$ cat src/rtl/irqc_pkg.sv
package irqc_pkg;
  localparam int NSRC   = 9;
  localparam int CODE_W = 4;
  localparam int MASK_W = 4;

  // source index of each event input bit; code = index + 1
  localparam int SRC_WAKE_LOCAL = 0;
  localparam int SRC_WAKE_BUS   = 1;
  localparam int SRC_WAKE_TIMED = 2;
  localparam int SRC_SUP_UV     = 3;
  localparam int SRC_REG_OT     = 4;
  localparam int SRC_SUP_OV     = 5;
  localparam int SRC_LIN        = 6;
  localparam int SRC_HS         = 7;
  localparam int SRC_LS         = 8;

  // enable bit that gates a source, -1 when never gated
  function automatic int gate_bit(input int src);
    case (src)
      SRC_SUP_OV: return 0;
      SRC_LIN:    return 1;
      SRC_HS:     return 2;
      SRC_LS:     return 3;
      default:    return -1;
    endcase
  endfunction
endpackage

$ cat src/rtl/irqc_rst_sync.sv
module irqc_rst_sync (
  input  logic clk,
  input  logic rst_n,
  output logic rst_sync_n
);
  logic [1:0] stage_q;

  always_ff @(posedge clk or negedge rst_n) begin
    if (!rst_n) stage_q <= 2'b00;
    else        stage_q <= {stage_q[0], 1'b1};
  end

  assign rst_sync_n = stage_q[1];
endmodule

$ cat src/rtl/irqc_mask_gate.sv
module irqc_mask_gate
  import irqc_pkg::*;
(
  input  logic [NSRC-1:0]   evt,
  input  logic [MASK_W-1:0] mask,
  output logic [NSRC-1:0]   set_vec
);
  for (genvar s = 0; s < NSRC; s++) begin : g_src
    localparam int GB = gate_bit(s);
    if (GB < 0) begin : g_open
      assign set_vec[s] = evt[s];
    end else begin : g_gated
      assign set_vec[s] = evt[s] & mask[GB];
    end
  end
endmodule

$ cat src/rtl/irqc_prio_enc.sv
module irqc_prio_enc
  import irqc_pkg::*;
(
  input  logic [NSRC-1:0]   pend,
  output logic [CODE_W-1:0] code,
  output logic [NSRC-1:0]   sel
);
  always_comb begin
    code = '0;
    sel  = '0;
    for (int s = NSRC - 1; s >= 0; s--) begin
      if (pend[s]) begin
        code = CODE_W'(s + 1);
        sel  = NSRC'(1) << s;
      end
    end
  end
endmodule

$ cat src/rtl/irqc_release_timer.sv
module irqc_release_timer #(
  parameter int RELEASE_CYC = 1000
) (
  input  logic clk,
  input  logic rst_n,
  input  logic start,
  output logic busy_next
);
  localparam int CNT_W = $clog2(RELEASE_CYC + 1);

  logic [CNT_W-1:0] cnt_q, cnt_d;

  always_comb begin
    cnt_d = cnt_q;
    if (start)              cnt_d = CNT_W'(RELEASE_CYC);
    else if (cnt_q != '0)   cnt_d = cnt_q - 1'b1;
  end

  always_ff @(posedge clk or negedge rst_n) begin
    if (!rst_n) cnt_q <= '0;
    else        cnt_q <= cnt_d;
  end

  assign busy_next = (cnt_d != '0);
endmodule

$ cat src/rtl/irq_source_ctrl.sv
module irq_source_ctrl
  import irqc_pkg::*;
#(
  parameter int RELEASE_CYC = 1000
) (
  input  logic              clk,
  input  logic              rst_n,
  input  logic [NSRC-1:0]   evt,
  input  logic              rd_en,
  input  logic              wr_en,
  input  logic [MASK_W-1:0] wr_data,
  output logic [CODE_W-1:0] rd_data,
  output logic              irq_n
);
  logic              rst_sync_n;
  logic [MASK_W-1:0] mask_q, mask_d;
  logic [NSRC-1:0]   pend_q, pend_d, set_vec, sel;
  logic [CODE_W-1:0] cur_code, rd_q, rd_d;
  logic              irq_q, irq_d, ack, gap_next;

  irqc_rst_sync u_rst (.clk(clk), .rst_n(rst_n), .rst_sync_n(rst_sync_n));

  irqc_mask_gate u_gate (.evt(evt), .mask(mask_q), .set_vec(set_vec));

  irqc_prio_enc u_enc (.pend(pend_q), .code(cur_code), .sel(sel));

  assign ack = rd_en && (cur_code != '0);

  irqc_release_timer #(.RELEASE_CYC(RELEASE_CYC)) u_tmr (
    .clk(clk), .rst_n(rst_sync_n),
    .start(ack && (pend_d != '0)),
    .busy_next(gap_next)
  );

  always_comb begin
    mask_d = mask_q;
    if (wr_en) mask_d = wr_data;

    pend_d = (pend_q & ~(ack ? sel : '0)) | set_vec;

    rd_d = rd_q;
    if (rd_en || wr_en) rd_d = cur_code;

    irq_d = !((pend_d != '0) && !gap_next);
  end

  always_ff @(posedge clk or negedge rst_sync_n) begin
    if (!rst_sync_n) begin
      mask_q <= '1;
      pend_q <= '0;
      rd_q   <= '0;
      irq_q  <= 1'b1;
    end else begin
      mask_q <= mask_d;
      pend_q <= pend_d;
      rd_q   <= rd_d;
      irq_q  <= irq_d;
    end
  end

  assign rd_data = rd_q;
  assign irq_n   = irq_q;
endmodule

$ cat config.mk
export PLATFORM = sky130hd
export DESIGN_NAME = irq_source_ctrl
export DESIGN_NICKNAME = d
export VERILOG_FILES = /design/src/rtl/irqc_pkg.sv /design/src/rtl/irqc_rst_sync.sv /design/src/rtl/irqc_mask_gate.sv /design/src/rtl/irqc_prio_enc.sv /design/src/rtl/irqc_release_timer.sv /design/src/rtl/irq_source_ctrl.sv
export SDC_FILE = /design/constraint.sdc
export NUM_CORES = 1
export LEC_CHECK = 0
export ABC_CLOCK_PERIOD_IN_PS = 1200
export BUFFER_PORTS_ARGS = -buffer_cell sky130_fd_sc_hd__buf_4
export CAP_MARGIN = 20
export CORE_MARGIN = 2
export CORE_UTILIZATION = 42
export DETAILED_ROUTE_END_ITERATION = 7
export SETUP_SLACK_MARGIN = 0.15
export SLEW_MARGIN = 20
export SYNTH_ARGS = -nofsm -noshare
export SYNTH_HDL_FRONTEND = slang
export SYNTH_SLANG_ARGS = --single-unit
$ cat constraint.sdc
create_clock -name clk -period 1.2 [get_ports clk]
set_input_delay 0.24 -clock clk [delete_from_list [all_inputs] [get_ports clk]]
set_output_delay 0.24 -clock clk [all_outputs]
set_load 0.01 [all_outputs]
; ---- Word level (Yosys, flattened, before mapping)
; Cells that the tools add are included.
[word_totals]
reg_bits = 30
wordCells = 45
[op_classes]
add_sub_neg = 1
mux = 21
bitwise = 7
reduce_logical = 10
[op_table]
columns = operator, n
row1 = 2-to-1 mux 9 bit, 10
row2 = 2-to-1 mux 4 bit, 9
row3 = 2-to-1 mux 10 bit, 2
row4 = nonzero test 10 bit, 2
row5 = "subtractor 10 x 1 -> 10 bit, second input constant", 1
row6 = bitwise AND 9 bit, 1
row7 = NOT 9 bit, 1
row8 = OR 9 bit, 1
row9 = nonzero test 9 bit, 1
row10 = bitwise AND 1 bit, 4
row11 = nonzero test 4 bit, 1
row12 = logical AND 1 bit, 3
row13 = zero test 1 bit, 2
row14 = logical OR 1 bit, 1

; ---- Longest topological paths before layout
; Gate-level depths: netlist of the first run.
[depth]
word_depth = 22
mapped_depth = 7
ltp_nobuf = 7

; ---- Cells and area by module
; From an unflattened synthesis of the first run, not the netlist that was laid out.
[hier_totals]
hier_cells = 153
area_unflattened_um2 = 1682.9
[modules_own_cells]
columns = module, n_inst, cells_each, area_each_um2, seq_area_each_um2
row1 = irq_source_ctrl, 1, 52, 763.2, 456.7
row2 = irqc_release_timer, 1, 66, 623.1, 250.2
row3 = irqc_prio_enc, 1, 23, 180.2, 0.0
row4 = irqc_mask_gate, 1, 9, 62.6, 0.0
row5 = irqc_rst_sync, 1, 3, 53.8, 50.0

; ---- Worst setup path after synthesis of the first run
; Ideal clock, no wire load.
[synth_timing]
path_kind = register to register
from = reg pend_q[1]
to = reg u_tmr.cnt_q[8]
setup_ns = 0.127
arrival_time_ns = 1.952
required_time_ns = 1.073
slack_ns = -0.878
stages_incl_launch_ff = 7
n_path_buf = 1
cell_sequence = dfrtp_1 or4b_1 buf_2 o41ai_2 and4b_1 a31oi_4 a311o_1
[synth_via]
elab_chain_cells = 11
[synth_rtl]
columns = element, line_no
row1 = "start, declared", irq_source_ctrl.sv:17  ; logic [NSRC-1:0] pend_q, pend_d, set_vec, sel;
row2 = "start signal, assigned", irq_source_ctrl.sv:55  ; pend_q <= pend_d;
row3 = 2-to-1 mux 4 bit (2 in series), irqc_prio_enc.sv:12  ; if (pend[s]) begin
row4 = nonzero test 4 bit, irq_source_ctrl.sv:27  ; assign ack = rd_en && (cur_code != '0);
row5 = logical AND 1 bit, irq_source_ctrl.sv:27
row6 = 2-to-1 mux 9 bit, irq_source_ctrl.sv:39  ; pend_d = (pend_q & ~(ack ? sel : '0)) | set_vec;
row7 = NOT 9 bit, irq_source_ctrl.sv:39
row8 = bitwise AND 9 bit, irq_source_ctrl.sv:39
row9 = OR 9 bit, irq_source_ctrl.sv:39
row10 = nonzero test 9 bit, irq_source_ctrl.sv:31  ; .start(ack && (pend_d != '0)),
row11 = logical AND 1 bit *, irq_source_ctrl.sv:31
row12 = 2-to-1 mux 10 bit *, irqc_release_timer.sv:15  ; if (start) cnt_d = CNT_W'(RELEASE_CYC);
row13 = named net u_tmr.cnt_d[8], irqc_release_timer.sv:11  ; logic [CNT_W-1:0] cnt_q, cnt_d;
row14 = "end signal, assigned", irqc_release_timer.sv:21  ; else cnt_q <= cnt_d;
row15 = "end, declared", irqc_release_timer.sv:11
; Mark *: on every way through the listed nets, which the timed path passes. The rest lies on a longest branch.
; A chain may end at the register's enable or synchronous reset.

; ---- Worst setup path after layout of the first run
[layout_timing]
from = reg pend_q[2]
to = reg u_tmr.cnt_q[8]
[layout_via]
elab_chain_cells = 12
[layout_rtl]
columns = element, line_no
row1 = 2-to-1 mux 4 bit (3 in series), irqc_prio_enc.sv:12
row2 = nonzero test 4 bit, irq_source_ctrl.sv:27
row3 = logical AND 1 bit, irq_source_ctrl.sv:27
row4 = 2-to-1 mux 9 bit, irq_source_ctrl.sv:39
row5 = NOT 9 bit, irq_source_ctrl.sv:39
row6 = bitwise AND 9 bit, irq_source_ctrl.sv:39
row7 = OR 9 bit, irq_source_ctrl.sv:39
row8 = nonzero test 9 bit, irq_source_ctrl.sv:31
row9 = logical AND 1 bit *, irq_source_ctrl.sv:31
row10 = 2-to-1 mux 10 bit *, irqc_release_timer.sv:15
row11 = named net u_tmr.cnt_d[8], irqc_release_timer.sv:11
; Marks and branches as above.

==> results of run 1 <==
-- critical path, delay by kind of cell, from the launching register on --
kind	cells	cell delay, ns
simple gates	2	0.92
flops	1	0.39
compound gates	3	0.72
-- power groups by stage --
| stage | logic, mW | clock network, mW | registers (mW) |
|---|---|---|---|
| after global routing | 0.548 | 1.06 | 1.13 |
| after floorplan | 0.184 | 0 | 1.14 |
| after CTS | 0.476 | 1.01 | 1.11 |
| final | 0.506 | 1.01 | 1.12 |
| after global placement | 0.421 | 0 | 1.13 |
| after detailed placement | 0.439 | 0 | 1.13 |
-- placed cells by master, fill, tap and decap left out, types with 5 or more instances in the layout --
| cell type | synthesis | layout |
|---|---|---|
| buf_6 | 0 | 18 |
| a21oi_1 | 7 | 7 |
| nor2_1 | 16 | 14 |
| o21ai_0 | 10 | 7 |
| clkbuf_8 | 0 | 5 |
| buf_4 | 0 | 79 |
| dfstp_2 | 5 | 5 |
| dfrtp_1 | 25 | 25 |
| nand2_1 | 15 | 14 |
| inv_1 | 5 | 5 |
-- per-stage QoR --
step	total power, mW	TNS, ns	setup WS [ns]	utilization (%)
global placement	1.55	-11.04	-0.868	61.2
global route	2.73	-14.46	-0.951	75.0
detailed placement	1.57	-12.45	-0.966	61.2
finish	2.63	-13.63	-0.936	75.0
CTS	2.60	-11.82	-0.875	71.0
floorplan	1.32	-9.53	-0.873	-
-- area by class of cell --
class | count | area [um^2]
multi-input combinational | 120 | 956
fill | 235 | 907
timing repair buffer | 99 | 826
sequential | 30 | 757
clock buffer | 5 | 68.8
tap | 48 | 60.1
clock inverter | 3 | 40.0
inverter | 5 | 18.8
-- cells by family (layout without fill, tap and decap cells) --
kind of cell | Yosys count | count (layout) | share of synthesized area (%)
compound gates | 43 | 43 | 20.3
other cells | 1 | 1 | 0.237
buf+inv | 12 | 112 | 3.01
mux | 5 | 5 | 3.48
simple gates | 68 | 68 | 23.3
xor+xnor | 2 | 2 | 1.11
fa+ha+maj | 1 | 1 | 0.791
flops | 30 | 30 | 47.9
-- worst min path at each step --
stage	startpoint	end	cells past startpoint
2_1_floorplan	rst_n	u_rst.stage_q[0]	0
3_3_place_gp	rst_n	u_rst.stage_q[0]	1
3_5_place_dp	rst_n	u_rst.stage_q[0]	1
4_1_cts	evt[4]	pend_q[4]	2
5_1_grt	evt[1]	pend_q[1]	2
6_report	evt[4]	pend_q[4]	2
-- routing by layer --
layer	track usage (%)	up-vias	part of all wire, %
li1	-	796	-
met1	29.4	804	41
met2	41.5	73	51
met3	4.62	19	4.9
met4	11.7	0	3.3
met5	0	-	0
-- registers in the layout (all words and copies together), names as in the netlist --
signal and cells:
u_tmr.cnt_q 10, pend_q 9, mask_q 4, rd_data 4, u_rst.stage_q 2, irq_n 1
-- timing repair --
item | CTS | global route
pin swaps | 11 | 12
hold buffers | 1 | 0
gates resized for setup | 34 | 14
endpoints found under the setup margin | 27 | 28
setup buffers | 12 | 11
endpoints found under the hold margin | 2 | 0
==> flow_metrics.env, run 1 <==
export IMPL_status="complete, but fails checks"
export IMPL_violations="setup timing"
export IMPL_whs_ns=0.158
export IMPL_first_global_vias=1683
export IMPL_synth_cells=162
export IMPL_period_minus_slack_ns=2.14
export IMPL_grt_usage_pct=24.3
export IMPL_cap_violations=0
export IMPL_numPortBuffers=21
export IMPL_dr_pass1_iters=5
export IMPL_final_cells=310
export IMPL_dpl_hpwl_mm=3.18
export IMPL_p_int_mw=1.96
export IMPL_drtIter0Drc=128
export IMPL_reg2reg_to="u_tmr.cnt_q[8]"
export IMPL_cts_htree_levels=2
export IMPL_pin_count=22
export IMPL_path_cells="or4b_4 > o41ai_4 > and4b_2 > a31oi_4 > a311o_1"
export IMPL_die_h_um=65.4
export IMPL_placed_cells=278
export IMPL_max_freq_mhz=468
export IMPL_switchingPower_uw=668
export IMPL_synth_edff_count=0
export IMPL_finalNetCount=279
export IMPL_p_sw_share_pct=25.4
export IMPL_async_flop_share_pct=100
export IMPL_die_area_mm2=0.00427
export IMPL_core_mm2=0.00363
export IMPL_slew_violations=0
export IMPL_r2r_start="pend_q[2]"
export IMPL_cts_num_sinks=30
export IMPL_synth_common_cells="dfrtp_1, nor2_1, nand2_1"
export IMPL_ys_flop_type="dfrtp_1"
export IMPL_cts_buffer_depth=2
export IMPL_synth_nets=180
export IMPL_dr_total_vias=1692
export IMPL_min_path_type="input pin to flip-flop"
export IMPL_finalClockSkew_ns=0.00848
export IMPL_r2r_cells=5
export IMPL_crit_path_end_kind="flip-flop"
export IMPL_netlist_area_mm2=0.00158
export IMPL_rsz0062_at_grt="yes"
export IMPL_min_period_over_period_pct=178
export IMPL_slowest_delay_ns=0.60
export IMPL_area_delta_synth_final_pct=72.4
export IMPL_clk_pin_slew_ns=0.07
export IMPL_cts_tree="done"
export IMPL_drcViolationCount=0
export IMPL_yosysMostFrequentCell="dfrtp_1"
export IMPL_critical_path_endpoint="u_tmr.cnt_q[8]"
export IMPL_p_clk_share_pct=38.2
export IMPL_crit_arrival_ns=2.31
export IMPL_avgSynthCellArea_um2=9.76
export IMPL_totalWireLength_mm=5.51
export IMPL_final_area_mm2=0.00273
export IMPL_setup_worst_path_class="flip-flop to flip-flop"
export IMPL_comb_power_share_pct=19.2
export IMPL_grt_max_degree=15
export IMPL_worstPathRequired_ns=1.37
export IMPL_p_leak_nw=1.24
export IMPL_reg2reg_slack_ns=-0.94
export IMPL_drtAntennaViolNets=0
export IMPL_cts_buffers=5
export IMPL_finalWorstSetupSlack_ns=-0.936
export IMPL_grt_pass1_wl_mm=7.76
export IMPL_synth_area_leader_cell="dfrtp_1"
export IMPL_yosysSeqAreaShare_pct=47.9
export IMPL_synth_area_leaders="dfrtp_1, dfstp_2, nor2_1"
export IMPL_num_antenna_cells=0
export IMPL_ir_worst_vdd_v=0.000826
export IMPL_placed_cell_area_mm2=0.00222
export IMPL_crit_path_top_delay_cell="or4b_4"
export IMPL_worst_setup_path_start_kind="flip-flop"
export IMPL_cts_root_buf="clkbuf_8"
export IMPL_start_util_pct=43.5
export IMPL_synth_seq_cells=30
export IMPL_rows=22
export IMPL_path_max_fanout=8
export IMPL_overflow=0
export IMPL_place_gp_congestion=0.867
export IMPL_drive_above_1_share_pct=53.1
export IMPL_power_frac_seq_pct=42.5
export IMPL_setup_viol=22
export IMPL_post_drt_wl_per_cell_um=17.8
export IMPL_power_density_mw_per_mm2=965
export IMPL_startpoint="pend_q[2]"
export IMPL_clock_latency_ns=0.29
export IMPL_synth_top_area_share_pct=39.6
export IMPL_avgViaCountPerCell=5.46
export IMPL_yosys_warnings=0
export IMPL_antenna_found_initial=0
export IMPL_hold_viol_final=0
export IMPL_die_w_um=65.4
export IMPL_synthDistinctLibCells=47
No activity file was read; power rests on OpenSTA's default activity.
==> inputs of run 2 (changes only) <==
Settings changed: BUFFER_PORTS_ARGS -buffer_cell sky130_fd_sc_hd__buf_4 to not set, DONT_BUFFER_PORTS set to 1, SYNTH_HIERARCHICAL set to 1.
==> flow_metrics.env, run 2 <==
export IMPL_hold_depth=1
export IMPL_finalClockSkew_ns=0.00852
export IMPL_dr_total_vias=1345
export IMPL_first_global_vias=1366
export IMPL_rows=23
export IMPL_reg2reg_slack_ns=-2.08
export IMPL_worst_setup_path_start_kind="flip-flop"
export IMPL_core_mm2=0.00391
export IMPL_yosys_warnings=6
export IMPL_crit_path_top_delay_cell="or4b_4"
export IMPL_hold_end="mask_q[3]"
export IMPL_num_antenna_cells=0
export IMPL_numPortBuffers=0
export IMPL_post_drt_wl_per_cell_um=15.7
export IMPL_min_path_type="input pin to flip-flop"
export IMPL_cts_htree_levels=2
export IMPL_die_area_mm2=0.00453
export IMPL_slew_violations=0
export IMPL_synth_area_leaders="dfrtp_1, dfstp_2, nand2b_1"
export IMPL_die_h_um=67.3
export IMPL_start_util_pct=43.0
export IMPL_async_flop_share_pct=100
export IMPL_hold_viol_final=0
export IMPL_synth_common_cells="dfrtp_1, nand2b_1, nor2_1, nor3_1"
export IMPL_drtIter0Drc=63
export IMPL_max_freq_mhz=305
export IMPL_cp_buffers_inverters=1
export IMPL_grt_pass1_wl_mm=6.24
export IMPL_synth_seq_cells=30
export IMPL_cap_violations=0
export IMPL_cts_root_buf="clkbuf_8"
export IMPL_finalWorstSetupSlack_ns=-2.08
export IMPL_drcViolationCount=0
export IMPL_path_delay_family="simple AND/OR/NAND/NOR gates"
export IMPL_synth_area_leader_cell="dfrtp_1"
export IMPL_clk_pin_slew_ns=0.07
export IMPL_avgSynthCellArea_um2=11.0
export IMPL_r2r_start="pend_q[0]"
export IMPL_largest_reg_flops=10
export IMPL_setup_tns_ns=-22.96
export IMPL_synth_cells=153
export IMPL_yosysMostFrequentCell="dfrtp_1"
export IMPL_cts_buffer_depth=2
export IMPL_r2r_cells=11
export IMPL_worstHoldStart="wr_data[3]"
export IMPL_status="complete, but fails checks"
export IMPL_pin_count=22
export IMPL_rsz0062_at_grt="yes"
export IMPL_reg_top3="u_tmr/cnt_q x10, pend_q x9"
export IMPL_synth_nets=171
export IMPL_setup_worst_path_class="flip-flop to flip-flop"
export IMPL_path_cells="and2b_4 > o41ai_4 > buf_4 > o41ai_4 > o22a_1 > nor3_2 > a31oi_2 > nand4b_1 > or4b_4 > or4b_4 > a31o_1"
export IMPL_avgViaCountPerCell=5.34
export IMPL_antenna_found_initial=0
export IMPL_slowest_delay_ns=0.53
export IMPL_drtAntennaViolNets=0
export IMPL_finalNetCount=220
export IMPL_dr_pass1_iters=4
export IMPL_crit_arrival_ns=3.49
export IMPL_worstPathRequired_ns=1.41
export IMPL_clock_latency_ns=0.28
export IMPL_place_gp_congestion=0.806
export IMPL_path_max_fanout=4
export IMPL_violations="setup timing"
export IMPL_p_total_mw=3.10
export IMPL_most_common_layout_cells="buf_4, dfrtp_1, nand2b_1"
export IMPL_regMostFlops="u_tmr/cnt_q"
export IMPL_power_density_mw_per_mm2=1330
export IMPL_netlist_area_mm2=0.00168
export IMPL_dpl_hpwl_mm=2.85
export IMPL_area_delta_synth_final_pct=39.1
export IMPL_synth_top_area_share_pct=37.2
export IMPL_cts_buffers=5
export IMPL_die_w_um=67.3
export IMPL_drive_above_1_share_pct=49.0
export IMPL_totalWireLength_mm=3.96
export IMPL_synth_edff_count=0
export IMPL_cts_num_sinks=30
export IMPL_layout_commonest_cell="buf_4"
export IMPL_ys_flop_type="dfrtp_1"
export IMPL_crit_path_end_kind="flip-flop"
export IMPL_min_period_over_period_pct=273
export IMPL_reg2reg_to="irq_n"
export IMPL_period_minus_slack_ns=3.28
export IMPL_ir_worst_vdd_v=0.000858
export IMPL_grt_usage_pct=19.0
export IMPL_grt_max_degree=29
export IMPL_overflow=0
export IMPL_p_leak_nw=0.937
export IMPL_cts_tree="done"
export IMPL_yosysSeqAreaShare_pct=45.0
export IMPL_synthDistinctLibCells=51
export IMPL_setup_viol=24
## run 2: cell count changes after synthesis, sizes merged, moves of 5 or more
cell and change:
nand2 -13, o22a +9, nand2b +7, nor2 -7, buf +6, nor3 +6, o21ai -6, and2 +5
clkbuf -5
## run 2: power breakdown
group | internal, mW | switching, mW
combinational | 0.575 | 0.464
clock | 0.454 | 0.356
sequential | 1.14 | 0.114
total | 2.17 | 0.934
## run 2: worst max path at each step
stage / from / end / slack, ns / cells after the start
floorplan: pend_q[3] / irq_n / -2.00 / 11
global placement: pend_q[3] / irq_n / -1.99 / 11
detailed placement: pend_q[3] / irq_n / -2.12 / 11
CTS: pend_q[0] / irq_n / -2.06 / 11
global route: pend_q[3] / irq_n / -2.24 / 11
finish: pend_q[0] / irq_n / -2.08 / 11
## run 2: area by class of cell
cell class | instances | area, um^2
inverter | 4 | 15.0
fill | 333 | 1570
sequential | 30 | 761
timing repair buffer | 49 | 412
multi-input combinational | 112 | 1000
clock buffer | 7 | 86.3
tap | 50 | 62.6
## run 2: metal layers
metal / wire length (um) / up-vias / track usage (%)
li1: - / 670 / -
met1: 1600 / 661 / 21.9
met2: 2230 / 10 / 34.2
met3: 87 / 4 / 3.50
met4: 36 / 0 / 8.42
met5: 0 / - / 0
## run 2: logic make-up after synthesis
family | synth area share, %
xor+xnor | 0.521
fa+ha+maj | 0.743
mux | 5.35
buf+inv | 4.09
compound gates | 18.1
other cells | 0.223
flops | 45.0
simple gates | 25.9
## run 2: worst register-to-register path: stages, from the launching register on
cell	delay [ns]
dfrtp_1	0.38
and2b_4	0.22
o41ai_4	0.27
buf_4	0.20
o41ai_4	0.12
o22a_1	0.22
nor3_2	0.23
a31oi_2	0.14
nand4b_1	0.21
or4b_4	0.50
or4b_4	0.53
a31o_1	0.20
## run 2: metrics by stage
stage / hold WS, ns / setup WS (ns) / cells / util, % / cell area [um^2]
after floorplan: -0.0556 / -2.00 / 153 / - / 1740
after global placement: -0.0555 / -1.99 / 233 / 51.8 / 2030
after detailed placement: -0.0555 / -2.12 / 233 / 51.8 / 2030
after CTS: 0.0950 / -2.06 / 248 / 57.9 / 2270
after global routing: 0.0906 / -2.24 / 252 / 59.8 / 2340
final: 0.102 / -2.08 / 252 / 59.8 / 2340
## run 2: what timing repair did
item | 4_1_cts | 5_1_grt
setup buffers | 6 | 4
cloned | 1 | 0
resized for setup | 17 | 10
endpoints found under the hold margin | 2 | 0
endpoints found under the setup margin | 25 | 25
pin swaps | 13 | 8
hold buffers | 1 | 0
